$ cat src/rtl/cnt_pkg.sv
package cnt_pkg;

  typedef enum logic [1:0] {
    MOD_BINARY = 2'd0,
    MOD_RELOAD = 2'd1,
    MOD_DECODE = 2'd2
  } wrap_mode_e;

endpackage

$ cat src/rtl/cnt_stage.sv
module cnt_stage #(
  parameter int unsigned W = 4
) (
  input  logic         clk,
  input  logic         clr,
  input  logic         load,
  input  logic         en_p,
  input  logic         en_t,
  input  logic [W-1:0] din,
  output logic [W-1:0] q,
  output logic         rco
);

  localparam logic [W-1:0] ALL_ONES = {W{1'b1}};

  always_ff @(posedge clk) begin
    if (clr)                q <= '0;
    else if (load)          q <= din;
    else if (en_p && en_t)  q <= q + 1'b1;
  end

  assign rco = en_t && (q == ALL_ONES);

  // clear lands on the following edge
  p_clear_zero_r1: assert property (@(posedge clk) $past(clr) |-> (q == '0));

  // load beats counting
  p_load_value_r2: assert property (@(posedge clk) disable iff (clr)
    load |=> (q == $past(din)));

  // enabled slice steps by one
  p_step_r3: assert property (@(posedge clk) disable iff (clr)
    (!load && en_p && en_t) |=> (q == $past(q) + 1'b1));

  // any low enable holds the slice
  p_hold_r4: assert property (@(posedge clk) disable iff (clr)
    (!load && !(en_p && en_t)) |=> $stable(q));

endmodule

$ cat src/rtl/cnt_chain.sv
module cnt_chain #(
  parameter int unsigned STAGE_W = 4,
  parameter int unsigned STAGES  = 2
) (
  input  logic                        clk,
  input  logic                        clr,
  input  logic                        load,
  input  logic                        en_p,
  input  logic                        en_t,
  input  logic [STAGE_W*STAGES-1:0]   din,
  output logic [STAGE_W*STAGES-1:0]   q,
  output logic                        carry
);

  localparam int unsigned TW = STAGE_W * STAGES;

  logic [STAGES-1:0] rco_v;
  logic [STAGES-1:0] ent_v;

  for (genvar i = 0; i < STAGES; i++) begin : g_slice
    if (i == 0) begin : g_first
      assign ent_v[i] = en_t;
    end else begin : g_next
      assign ent_v[i] = rco_v[i-1];
    end

    cnt_stage #(.W(STAGE_W)) u_slice (
      .clk  (clk),
      .clr  (clr),
      .load (load),
      .en_p (en_p),
      .en_t (ent_v[i]),
      .din  (din[i*STAGE_W +: STAGE_W]),
      .q    (q[i*STAGE_W +: STAGE_W]),
      .rco  (rco_v[i])
    );
  end

  assign carry = rco_v[STAGES-1];

  // full-width all-ones with enables wraps to zero across slices
  p_cascade_wrap_r6: assert property (@(posedge clk) disable iff (clr)
    (!load && en_p && en_t && (q == {TW{1'b1}})) |=> (q == '0));

  // chain carry only with carry-enable and full count
  p_carry_term_r5: assert property (@(posedge clk) disable iff (clr)
    carry |-> (en_t && (q == {TW{1'b1}})));

endmodule

$ cat src/rtl/cnt_wrap_ctrl.sv
module cnt_wrap_ctrl #(
  parameter int unsigned          W       = 8,
  parameter cnt_pkg::wrap_mode_e  MODE    = cnt_pkg::MOD_BINARY,
  parameter int unsigned          MODULUS = 256
) (
  input  logic         clr,
  input  logic         load,
  input  logic         en_p,
  input  logic         en_t,
  input  logic [W-1:0] din,
  input  logic [W-1:0] q,
  input  logic         chain_carry,
  output logic         clr_eff,
  output logic         load_eff,
  output logic [W-1:0] din_eff,
  output logic         carry
);

  localparam int unsigned  SPAN    = 1 << W;
  localparam logic [W-1:0] PRESET  = W'(SPAN - MODULUS);
  localparam logic [W-1:0] LAST    = W'(MODULUS - 1);
  localparam bit           IS_REL  = (MODE == cnt_pkg::MOD_RELOAD);
  localparam bit           IS_DEC  = (MODE == cnt_pkg::MOD_DECODE);

  logic dec_hit;
  logic wrap_now;

  assign dec_hit  = (q == LAST);
  assign wrap_now = IS_DEC ? (en_p && en_t && dec_hit) : (en_p && chain_carry);

  assign clr_eff  = clr || (IS_DEC && wrap_now && !load);
  assign load_eff = load || (IS_REL && wrap_now);
  assign din_eff  = load ? din : PRESET;
  assign carry    = IS_DEC ? (en_t && dec_hit) : chain_carry;

endmodule

$ cat src/rtl/presettable_counter.sv
module presettable_counter #(
  parameter int unsigned         STAGE_W = 4,
  parameter int unsigned         STAGES  = 2,
  parameter cnt_pkg::wrap_mode_e MODE    = cnt_pkg::MOD_BINARY,
  parameter int unsigned         MODULUS = 256
) (
  input  logic                      clk,
  input  logic                      clr,
  input  logic                      load,
  input  logic                      en_p,
  input  logic                      en_t,
  input  logic [STAGE_W*STAGES-1:0] din,
  output logic [STAGE_W*STAGES-1:0] count,
  output logic                      carry_out
);

  localparam int unsigned  TW     = STAGE_W * STAGES;
  localparam int unsigned  SPAN   = 1 << TW;
  localparam logic [TW-1:0] PRESET = TW'(SPAN - MODULUS);
  localparam logic [TW-1:0] LAST   = TW'(MODULUS - 1);

  logic          clr_eff;
  logic          load_eff;
  logic [TW-1:0] din_eff;
  logic          chain_carry;

  cnt_wrap_ctrl #(.W(TW), .MODE(MODE), .MODULUS(MODULUS)) u_wrap (
    .clr         (clr),
    .load        (load),
    .en_p        (en_p),
    .en_t        (en_t),
    .din         (din),
    .q           (count),
    .chain_carry (chain_carry),
    .clr_eff     (clr_eff),
    .load_eff    (load_eff),
    .din_eff     (din_eff),
    .carry       (carry_out)
  );

  cnt_chain #(.STAGE_W(STAGE_W), .STAGES(STAGES)) u_chain (
    .clk   (clk),
    .clr   (clr_eff),
    .load  (load_eff),
    .en_p  (en_p),
    .en_t  (en_t),
    .din   (din_eff),
    .q     (count),
    .carry (chain_carry)
  );

  // a user load always sets the count to din
  p_user_load_r9: assert property (@(posedge clk) disable iff (clr)
    load |=> (count == $past(din)));

  if (MODE == cnt_pkg::MOD_RELOAD) begin : g_rel_chk
    // terminal count reloads the preset
    p_reload_r7: assert property (@(posedge clk) disable iff (clr)
      (!load && en_p && en_t && (count == {TW{1'b1}})) |=> (count == PRESET));
  end else if (MODE == cnt_pkg::MOD_DECODE) begin : g_dec_chk
    // last state clears the count
    p_decode_clear_r8: assert property (@(posedge clk) disable iff (clr)
      (!load && en_p && en_t && (count == LAST)) |=> (count == '0));
  end

endmodule

$ cat config.mk
export PLATFORM = sky130hd
export DESIGN_NAME = presettable_counter
export DESIGN_NICKNAME = d
export VERILOG_FILES = /design/src/rtl/cnt_pkg.sv /design/src/rtl/cnt_stage.sv /design/src/rtl/cnt_chain.sv /design/src/rtl/cnt_wrap_ctrl.sv /design/src/rtl/presettable_counter.sv
export SDC_FILE = /design/constraint.sdc
export NUM_CORES = 1
export LEC_CHECK = 0
export ABC_AREA = 1
export BUFFER_PORTS_ARGS = -buffer_cell sky130_fd_sc_hd__buf_4
export CAP_MARGIN = 30
export CORE_AREA = 5 5 42 44
export DETAILED_ROUTE_END_ITERATION = 10
export DIE_AREA = 0 0 47 49
export PLACE_DENSITY = 0.66
export SETUP_SLACK_MARGIN = 0.4
export SLEW_MARGIN = 30
export SYNTH_ARGS = -nofsm -noshare
export SYNTH_HDL_FRONTEND = slang
export SYNTH_SLANG_ARGS = --single-unit
$ cat constraint.sdc
create_clock -name clk -period 2.75 [get_ports clk]
set_input_delay 0.275 -clock clk [delete_from_list [all_inputs] [get_ports clk]]
set_output_delay 0.275 -clock clk [all_outputs]
set_load 0.005 [all_outputs]
==> metrics.txt, run 1 <==
critical path class flip-flop to output port; fmax between 0.6 and 0.7 GHz; Post-Route WL around 1.3 mm; Mapped Area roughly 500 µm²; Top reg by flops u_chain.g_slice.u_slice.q; TritonCTS clock tree done; Seq/Total Area, Yosys roughly a third; # fillers around 150; layout cells sized above 1 between 30% and 40%; Area Growth Syn to Fin 37.5%; Tmin final between 1.5 and 2 ns; initial drt markers 8; Die Wd between 40 and 50 µm; die area around 2300 µm²; Starting Density 36.0%; DR vias ~560; first-pass GRT wire length ~2 mm; Die H between 40 and 50 µm; outcome finished clean; Yosys top cell area share between 30% and 40%; Post-CTS Setup Bufs 0; post-synth net total between 90 and 100; WP data arrival approximately 1.4 ns; Worst path max stage delay approximately 0.39 ns; Synth warnings 0; nets approximately 120; RSZ-0062 raised after global routing no; DP Wirelength roughly 1000 µm; final-report setup violation count 0; vias in the first global route 481; Post-synth EDFFs 0; CTS Buf Count 3; multiplexer share of the synthesized area 0%; Resized Gates After CTS 0; family with the most delay on the worst path flip-flops; adder-cell share of the synthesized area under 10%; clock share of power 32.1%; max FFs per register 8; DR WL/cell 11.0 µm; Synth area leaders dfxtp_1, nand2_1, nor2_1; FFs w/ async S/R, synth 0%; cell internal pwr roughly 210 µW; simple-gate area share of the yosys netlist between 30% and 40%; crit end category output port; Synth Instances 76; largest family of logic cells by synthesized area simple AND/OR/NAND/NOR gates; most common library cells after synthesis nand2_1, nor2_1, dfxtp_1; placed insts 112; overall power 294 µW; Yosys cell types 20; CTS Hold Bufs 0; worst hold margin between 0.2 and 0.25 ns; final setup skew slightly above 0.001 ns; Max Root-Sink Buffers 2; Final Cycle Share between 60% and 70%; Worst Path Required around 2.5 ns; Worst slew margin between 80% and 90%; pwr dens 424 nW/µm²; Clock Latency Late Sink 0.26 ns; Clock Root Buffer clkbuf_4; logic gate share of total power approximately 22%; Port Buf Inserts 21; HP Class input port to flip-flop; final cell count without fillers between 100 and 150; drt via density roughly 4.9; CP max FO 5; Worst Tran Pin Value ~0.25 ns; Residual DRC 0; H-tree depth 1; Yosys reg bits 8; Largest regs u_chain.g_slice.u_slice.q (8); sequential share of power a little under half; Worst-path clk slew ~0.060 ns; count leader, synth nand2_1; setup ws final roughly 1.1 ns; clk sink count 8; Net Sw Frac about 29%; cells along the critical path ha_1, nand2_2, nor4_1, buf_4; XOR/XNOR share of the synthesized area under 10%; area leader, netlist dfxtp_1; VDD IR-drop max ~0.28 mV; Rows 14; crit path launch type flip-flop; initial antenna violation count 0; Buf/Inv on CP 1; Worst path slowest cell dfxtp_1; DRT antenna net count 0; core area ~1400 µm²; Overall Global Routing Usage about an eighth; Final Hold Viols 0; Fin Setup TNS 0 ns; io pins 22; Avg Cell Area, Syn about 6.6 µm²; max-cap violation count 0; number of diodes 0; RePlAce Congestion roughly 0.75; switching power total between 80 and 90 µW; pin count of the biggest net entering global routing 11; GRT overflow 0; Compound-Gate Fraction of Synth Area 13.9%; ys flop type dfxtp_1; number of detailed-route iterations in the first pass 4; P_leak around 0.35 nW; fin. max-slew vios 0; dpl ws 1.36 ns
==> per-layer routing <==
layer,vias to the layer above,track usage [%],wire length [µm]
met3,4,1.11,46
met1,249,15.0,579
li1,292,-,-
met5,-,0,0
met4,0,13.8,63
met2,14,17.2,576
==> final timing paths <==
| path | start | end | slack [ns] | cells past startpoint |
|---|---|---|---|---|
| worst max-delay path | u_chain.g_slice[0].u_slice.q[0] | carry_out | 1.09 | 4 |
| worst min-delay path | clr | u_chain.g_slice[1].u_slice.q[0] | 0.20 | 2 |
| worst max register to register | u_chain.g_slice[0].u_slice.q[0] | u_chain.g_slice[1].u_slice.q[2] | 1.45 | 8 |
| worst min register to register | u_chain.g_slice[0].u_slice.q[0] | u_chain.g_slice[0].u_slice.q[0] | 0.54 | 1 |
==> cells by family after synthesis <==
| kind of cell | after synthesis |
|---|---|
| AOI/OAI and AO/OA | 12 |
| xor gates and xnor gates | 1 |
| adders and majority gates | 2 |
| buffers and inverters | 9 |
| DFF | 8 |
| and+or+nand+nor | 44 |
==> layout make-up <==
| cell class | instances | area, µm² | share of cell area (%) |
|---|---|---|---|
| Sequential cell | 8 | 160 | 23.1 |
| Tap cell | 16 | 20.0 | 2.89 |
| Multi-Input combinational cell | 59 | 295 | 42.6 |
| Timing Repair Buffer | 21 | 158 | 22.7 |
| Clock buffer | 3 | 22.5 | 3.25 |
| Inverter | 8 | 37.5 | 5.42 |
==> stage by stage <==
stage          area, µm²  utilization (%)
6_report             693             49.5
5_1_grt              693             49.5
4_1_cts              693             49.5
3_5_place_dp         671             47.9
3_3_place_gp         671             47.9
2_1_floorplan        504                -
==> power by group through the flow <==
stage	registers, mW	logic (mW)	clock network (mW)
global placement	0.136	0.0651	0
global route	0.136	0.0733	0.101
finish	0.134	0.0654	0.0942
detailed placement	0.136	0.0655	0
floorplan	0.136	0.0331	0
CTS	0.134	0.0659	0.0972
==> placed cells by master, fill, tap and decap left out, types with 2 or more instances in the layout <==
cell type / netlist / layout
nand2_1: 21 / 21
buf_4: 0 / 21
nor2_1: 10 / 10
dfxtp_1: 8 / 8
inv_1: 7 / 7
o21ai_0: 6 / 6
nand3_1: 5 / 5
nand2_2: 4 / 4
clkbuf_4: 0 / 3
a211oi_1: 2 / 2
ha_1: 2 / 2
No activity file was read; power rests on OpenSTA's default activity.
==> run 2: changes to the inputs <==
Settings changed: ABC_AREA 1 to 0, PLACE_DENSITY 0.66 to default.
Clock period 2.75 ns to 1.3 ns, I/O delays scaled along.
==> run 2 against run 1 <==
  * Power up 130%
  * Utilization is 8.5 points higher
  * Sequential cell count is the same
  * Critical path depth grew 1
  * Cell count decreased by 12%
  * Die area unchanged
  * Design area is 17% higher
  * Global-route usage shrank 0.16 points
  * Clock power rose by 140%
  * Non-clock buffer count grew 8
  * Synthesized cell count decreased by 29%
  * Wire length rose by 6.6%
  * Largest cell class unchanged
==> metrics.txt, run 2 <==
outcome finished clean; ys flop type dfxtp_1; Final Hold Viols 0 (unchanged); cell area after layout 812 µm² (+17%); Die H 49 µm (unchanged); Port Buf Inserts 21 (unchanged); DP Wirelength 1.00 mm (+2.1%); Die Wd 47 µm (unchanged); Post-Route WL 1.35 mm (+6.6%); io pins 22 (unchanged); HP Class input port to flip-flop; Worst slew margin 71.4% (-11 points); Worst Path Required 1.17 ns (-1.31 ns); post-synth net total 69 (-24%); Clock Latency Late Sink 0.27 ns (about the same); final setup skew 0.00478 ns (+0.00375 ns); initial drt markers 3 (-5); cell internal pwr 479 µW (+130%); initial antenna violation count 0 (unchanged); count leader, synth dfxtp_1; Top reg by flops u_chain.g_slice.u_slice.q; number of diodes 0 (unchanged); Avg Cell Area, Syn 8.32 µm² (+25%); Synth Instances 54 (-29%); Area Growth Syn to Fin 80.8%; pin count of the biggest net entering global routing 13 (+2); RePlAce Congestion 0.710 (-5.8%); Net Sw Frac 28.9% (+0.22 points); FFs w/ async S/R, synth 0% (unchanged); Rows 14 (unchanged); max FFs per register 8 (unchanged); most common cell after layout, fill and taps aside buf_4; Post-synth EDFFs 0 (unchanged); Overall Global Routing Usage 12.3% (-0.16 points); max-cap violation count 0 (unchanged); clock share of power 33.2% (+1.1 points); first-pass GRT wire length 2.07 mm (+3.8%); drt via density 5.12 (+5.3%); switching power total 195 µW (+130%); final-report setup violation count 0 (unchanged); GRT overflow 0 (unchanged); Final Cycle Share just under 100%; vias in the first global route 456 (-5.2%); most common library cells after synthesis dfxtp_1, nor2_1, a311oi_1, nand3_1, o21ai_0; CTS Buf Count 3 (unchanged); Largest regs u_chain.g_slice.u_slice.q (8); logic gate share of total power 24.3% (+2.0 points); DP Area 691 µm² (+3.0%); Worst Tran Pin Value 0.428 ns (+0.174 ns); Seq/Total Area, Yosys 35.7% (+3.9 points); crit end category output port; Mapped Area 449 µm² (-11%); Max Root-Sink Buffers 2 (unchanged); pwr dens 830 nW/µm² (+96%); critical path class flip-flop to output port; fin. max-slew vios 0 (unchanged); number of detailed-route iterations in the first pass 4 (unchanged); nets 101 (-13%); Final Util 57.9% (+8.5 points); DR vias 517 (-7.5%); worst hold margin 0.0924 ns (-0.108 ns); Yosys cell types 24 (+20%); layout cells sized above 1 61.2% (+29 points); most frequent cells in the layout buf_4, nor2_1, o21ai_0, buf_6, dfxtp_4; clk sink count 8 (unchanged); CP max FO 3 (-2); Worst-path clk slew 0.07 ns (about the same); H-tree depth 1 (unchanged); Tmin final about 1.3 ns; Residual DRC 0 (unchanged); DRT antenna net count 0 (unchanged); fmax between 0.7 and 0.8 GHz; Clock Root Buffer clkbuf_4; P_leak 0.336 nW (-2.9%); core area 1400 µm² (unchanged); RSZ-0062 raised after global routing yes; die area 2300 µm² (unchanged); Synth area leaders dfxtp_1, a311oi_1, nor2_1; Yosys reg bits 8 (unchanged); WP data arrival 1.16 ns (-0.22 ns); Synth warnings 0 (unchanged); TritonCTS clock tree done; DR WL/cell 13.4 µm (+21%); Yosys top cell area share 35.7% (+3.9 points); area leader, netlist dfxtp_1; crit path launch type flip-flop; Starting Density 32.1% (-3.9 points); sequential share of power 42.6% (-3.0 points); VDD IR-drop max 0.445 mV (+61%)
## run 2: worst paths after layout
check,slack [ns],start,endpoint,depth (start not counted)
worst max-delay path,0.01,u_chain.g_slice[0].u_slice.q[1],carry_out,5
worst min-delay path,0.09,load,u_chain.g_slice[1].u_slice.q[1],2
worst max register to register,0.02,u_chain.g_slice[0].u_slice.q[1],u_chain.g_slice[1].u_slice.q[2],4
worst min register to register,0.61,u_chain.g_slice[1].u_slice.q[3],u_chain.g_slice[1].u_slice.q[3],2
## run 2: routing by layer
| layer | vias up | wire [µm] | GRT usage, % |
|---|---|---|---|
| li1 | 268 | - | - |
| met1 | 229 | 618 | 17.8 |
| met2 | 18 | 616 | 16.1 |
| met3 | 2 | 103 | 5.17 |
| met4 | 0 | 11 | 4.15 |
| met5 | - | 0 | 0 |
## run 2: power by group through the flow
stage               Combinational (mW)  Clock, mW  Sequential [mW]
floorplan                       0.0521          0            0.292
detailed placement               0.139          0            0.289
CTS                              0.151      0.224            0.286
finish                           0.164      0.224            0.287
global placement                 0.138          0            0.289
global route                     0.179      0.242            0.290
## run 2: critical path, stage by stage, from the launching register on
cell and delay, ns:
dfxtp_4 0.36, ha_4 0.16, nand4_4 0.08, buf_6 0.13
nor2_4 0.07, buf_6 0.09
## run 2: final cells by class
type / instances / area [µm²]
Sequential cell: 8 / 179
Multi-Input combinational cell: 41 / 343
Timing Repair Buffer: 29 / 233
Tap cell: 16 / 20.0
Inverter: 3 / 11.3
Clock buffer: 4 / 26.3
Fill cell: 137 / 589
## run 2: what timing repair did
action                     CTS  global route
setup endpoints to repair   14            17
gates cloned                 0             0
hold buffers                 0             0
setup buffers                2             0
gates resized for setup     11             7
pin swaps                    9             2
## run 2: cells by family (layout without fill, tap and decap cells)
kind of cell / after synthesis / after routing / share of synthesized area [%]
buffers and inverters: 5 / 36 / 4.18
adders and majority gates: 2 / 2 / 5.57
DFF: 8 / 8 / 35.7
AOI/OAI and AO/OA: 15 / 15 / 24.2
xor gates and xnor gates: 2 / 2 / 3.90
and+or+nand+nor: 22 / 22 / 26.5
## run 2: stage by stage
step	TNS (ns)	instances	total power [mW]	setup WS, ns
CTS	0	101	0.661	0.0239
finish	0	101	0.674	0.0138
global route	-0.0869	101	0.711	-0.0332
floorplan	0	54	0.344	0.0232
detailed placement	-0.00874	95	0.428	-0.00874
global placement	0	95	0.427	0.00569
==> run 3: changes to the inputs <==
Clock period 1.3 ns to 1.1 ns, I/O delays scaled along.
==> run 3 against run 2 <==
  * The flow now finishes with violations (setup timing)
  * Wire length increased by 8.4%
  * Combinational power increased by 37%
  * Global-route usage increased by 0.44 points
  * Clock power increased by 17%
  * Sequential share of layout area decreased by 2.0 points
  * Via count increased by 6.6%
  * Largest cell class unchanged
  * Highest routed layer unchanged
==> metrics.txt, run 3 (synthesized netlist as in run 2, its figures left out) <==
Post-CTS Setup Bufs 0 (-2); DRT antenna net count 0 (unchanged); DR vias 551 (+6.6%); R2R depth 4 (unchanged); H-tree depth 1 (unchanged); switching power total 242 µW (+24%); GRT overflow 0 (unchanged); CTS Buf Count 3 (unchanged); crit path launch type flip-flop; Tmin final approximately 1.3 ns; die area 2300 µm² (unchanged); number of diodes 0 (unchanged); Clock Latency Late Sink 0.26 ns (about the same); Final Util 65.9% (+7.9 points); HP Class input port to flip-flop; initial antenna violation count 0 (unchanged); DP Wirelength 1.04 mm (+4.2%); failing checks setup timing; r2r endpoint u_chain.g_slice[1].u_slice.q[2]; DR WL/cell 13.7 µm (+2.4%); setup ws final -0.176 ns (-0.189 ns); reg2reg start u_chain.g_slice[1].u_slice.q[1]; RSZ-0062 raised after global routing yes; Final Cycle Share 116%; RePlAce Congestion 0.727 (+2.4%); family with the most delay on the worst path simple AND/OR/NAND/NOR gates; Largest regs u_chain.g_slice.u_slice.q (8); cell internal pwr 583 µW (+22%); most frequent cells in the layout buf_4, nor2_1, buf_6, dfxtp_4, nand3_2; layout cells sized above 1 70.3% (+9.2 points); Max Root-Sink Buffers 2 (unchanged); Residual DRC 0 (unchanged); core area 1400 µm² (unchanged); Buf/Inv on CP 0 (-2); max-cap violation count 0 (unchanged); Final Hold Viols 0 (unchanged); VDD IR-drop max 0.548 mV (+23%); WP depth 4 (-1); Net Sw Frac 29.3% (+0.42 points); most common cell after layout, fill and taps aside buf_4; crit end category flip-flop; WP data arrival 1.45 ns (+0.29 ns); Overall Global Routing Usage 12.8% (+0.44 points); R2R setup slack -0.18 ns (-0.20 ns); final-report setup violation count 7 (+7); number of detailed-route iterations in the first pass 2 (-2); TritonCTS clock tree done; CP endpoint u_chain.g_slice[1].u_slice.q[2]; cells along the critical path ha_4, nand4_4, or3_4, a311oi_2; logic gate share of total power 27.3% (+3.0 points); clk sink count 8 (unchanged); P_leak 0.370 nW (+10%); Worst path slowest cell or3_4; io pins 22 (unchanged); pin count of the biggest net entering global routing 13 (unchanged); drt via density 5.15 (+0.60%); fin. max-slew vios 0 (unchanged); Worst Setup SP u_chain.g_slice[1].u_slice.q[1]; CTS Hold Bufs 0 (unchanged); Port Buf Inserts 21 (unchanged); Area Growth Syn to Fin 106%; # fillers 106 (-23%); Worst Path Required 1.27 ns (+0.10 ns); max FFs per register 8 (unchanged); vias in the first global route 501 (+9.9%); critical path class flip-flop to flip-flop; first-pass GRT wire length 2.13 mm (+2.7%); Die H 49 µm (unchanged); initial drt markers 1 (-2); Starting Density 32.1% (unchanged); Post-Route WL 1.46 mm (+8.4%); CP max FO 2 (-1); Rows 14 (unchanged); Die Wd 47 µm (unchanged); Worst Tran Pin Value 0.241 ns (-0.187 ns); Worst slew margin 83.9% (+12 points); Top reg by flops u_chain.g_slice.u_slice.q; Worst path max stage delay 0.39 ns (+0.03 ns); sequential share of power 41.1% (-1.5 points); Worst-path clk slew 0.06 ns (about the same); overall power 826 µW (+22%); final setup skew 0.000593 ns (-0.00418 ns); Clock Root Buffer clkbuf_4; clock share of power 31.6% (-1.6 points); fmax between 0.7 and 0.8 GHz; outcome finished, violations left; nets 107 (+5.9%); pwr dens 894 nW/µm² (+7.7%)
-- run 3: changes by cell type in the layout (fill, tap and decap cells not counted), moves of 2 or more --
| cell | before | now |
|---|---|---|
| a311oi_1 | 3 | 1 |
| buf_4 | 25 | 29 |
| or3_1 | 3 | 1 |
| a211oi_2 | 2 | 0 |
| or3_4 | 0 | 2 |
| nand3_1 | 3 | 1 |
| a211oi_1 | 0 | 2 |
| dfxtp_4 | 4 | 6 |
| nand3_2 | 2 | 4 |
| buf_6 | 4 | 6 |
| a311oi_2 | 1 | 3 |
-- run 3: area by class of cell --
class	instances	area [µm²]	area share, %
Inverter	3	11.3	1.22
Tap cell	16	20.0	2.17
Sequential cell	8	185	20.1
Multi-Input combinational cell	41	395	42.8
Timing Repair Buffer	35	285	30.9
Clock buffer	4	26.3	2.85
-- run 3: power groups by stage --
stage / registers, mW / logic, mW / clock network (mW)
after floorplan: 0.345 / 0.0621 / 0
after global placement: 0.339 / 0.188 / 0
after detailed placement: 0.339 / 0.190 / 0
after CTS: 0.338 / 0.212 / 0.264
after global routing: 0.343 / 0.246 / 0.283
final: 0.340 / 0.225 / 0.261
-- run 3: worst min path at each step --
stage	from	end	slack (ns)	cells after the start
floorplan	load	u_chain.g_slice[1].u_slice.q[1]	0.22	1
global placement	load	u_chain.g_slice[1].u_slice.q[1]	0.34	2
detailed placement	load	u_chain.g_slice[1].u_slice.q[1]	0.35	2
CTS	load	u_chain.g_slice[1].u_slice.q[1]	0.08	2
global route	load	u_chain.g_slice[1].u_slice.q[1]	0.08	2
finish	load	u_chain.g_slice[1].u_slice.q[1]	0.07	2
-- run 3: metrics by stage --
step / setup slack (ns) / hold slack (ns) / instances / area, µm² / setup TNS (ns)
2_1_floorplan: -0.177 / 0.219 / 54 / 477 / -0.499
3_3_place_gp: -0.160 / 0.344 / 103 / 751 / -0.595
3_5_place_dp: -0.186 / 0.348 / 103 / 751 / -0.723
4_1_cts: -0.161 / 0.0756 / 107 / 855 / -0.804
5_1_grt: -0.218 / 0.0763 / 107 / 923 / -1.18
6_report: -0.176 / 0.0738 / 107 / 923 / -0.779
-- run 3: timing repair --
action,in CTS,in global routing
pin swaps,11,1
gates resized for setup,17,14
gates cloned,0,0
endpoints found under the setup margin,17,17
-- run 3: metal layers --
layer	track usage, %	share of wire (%)
met1	17.7	45
met2	17.0	46
met3	5.17	6.0
met4	5.53	2.9
met5	0	0
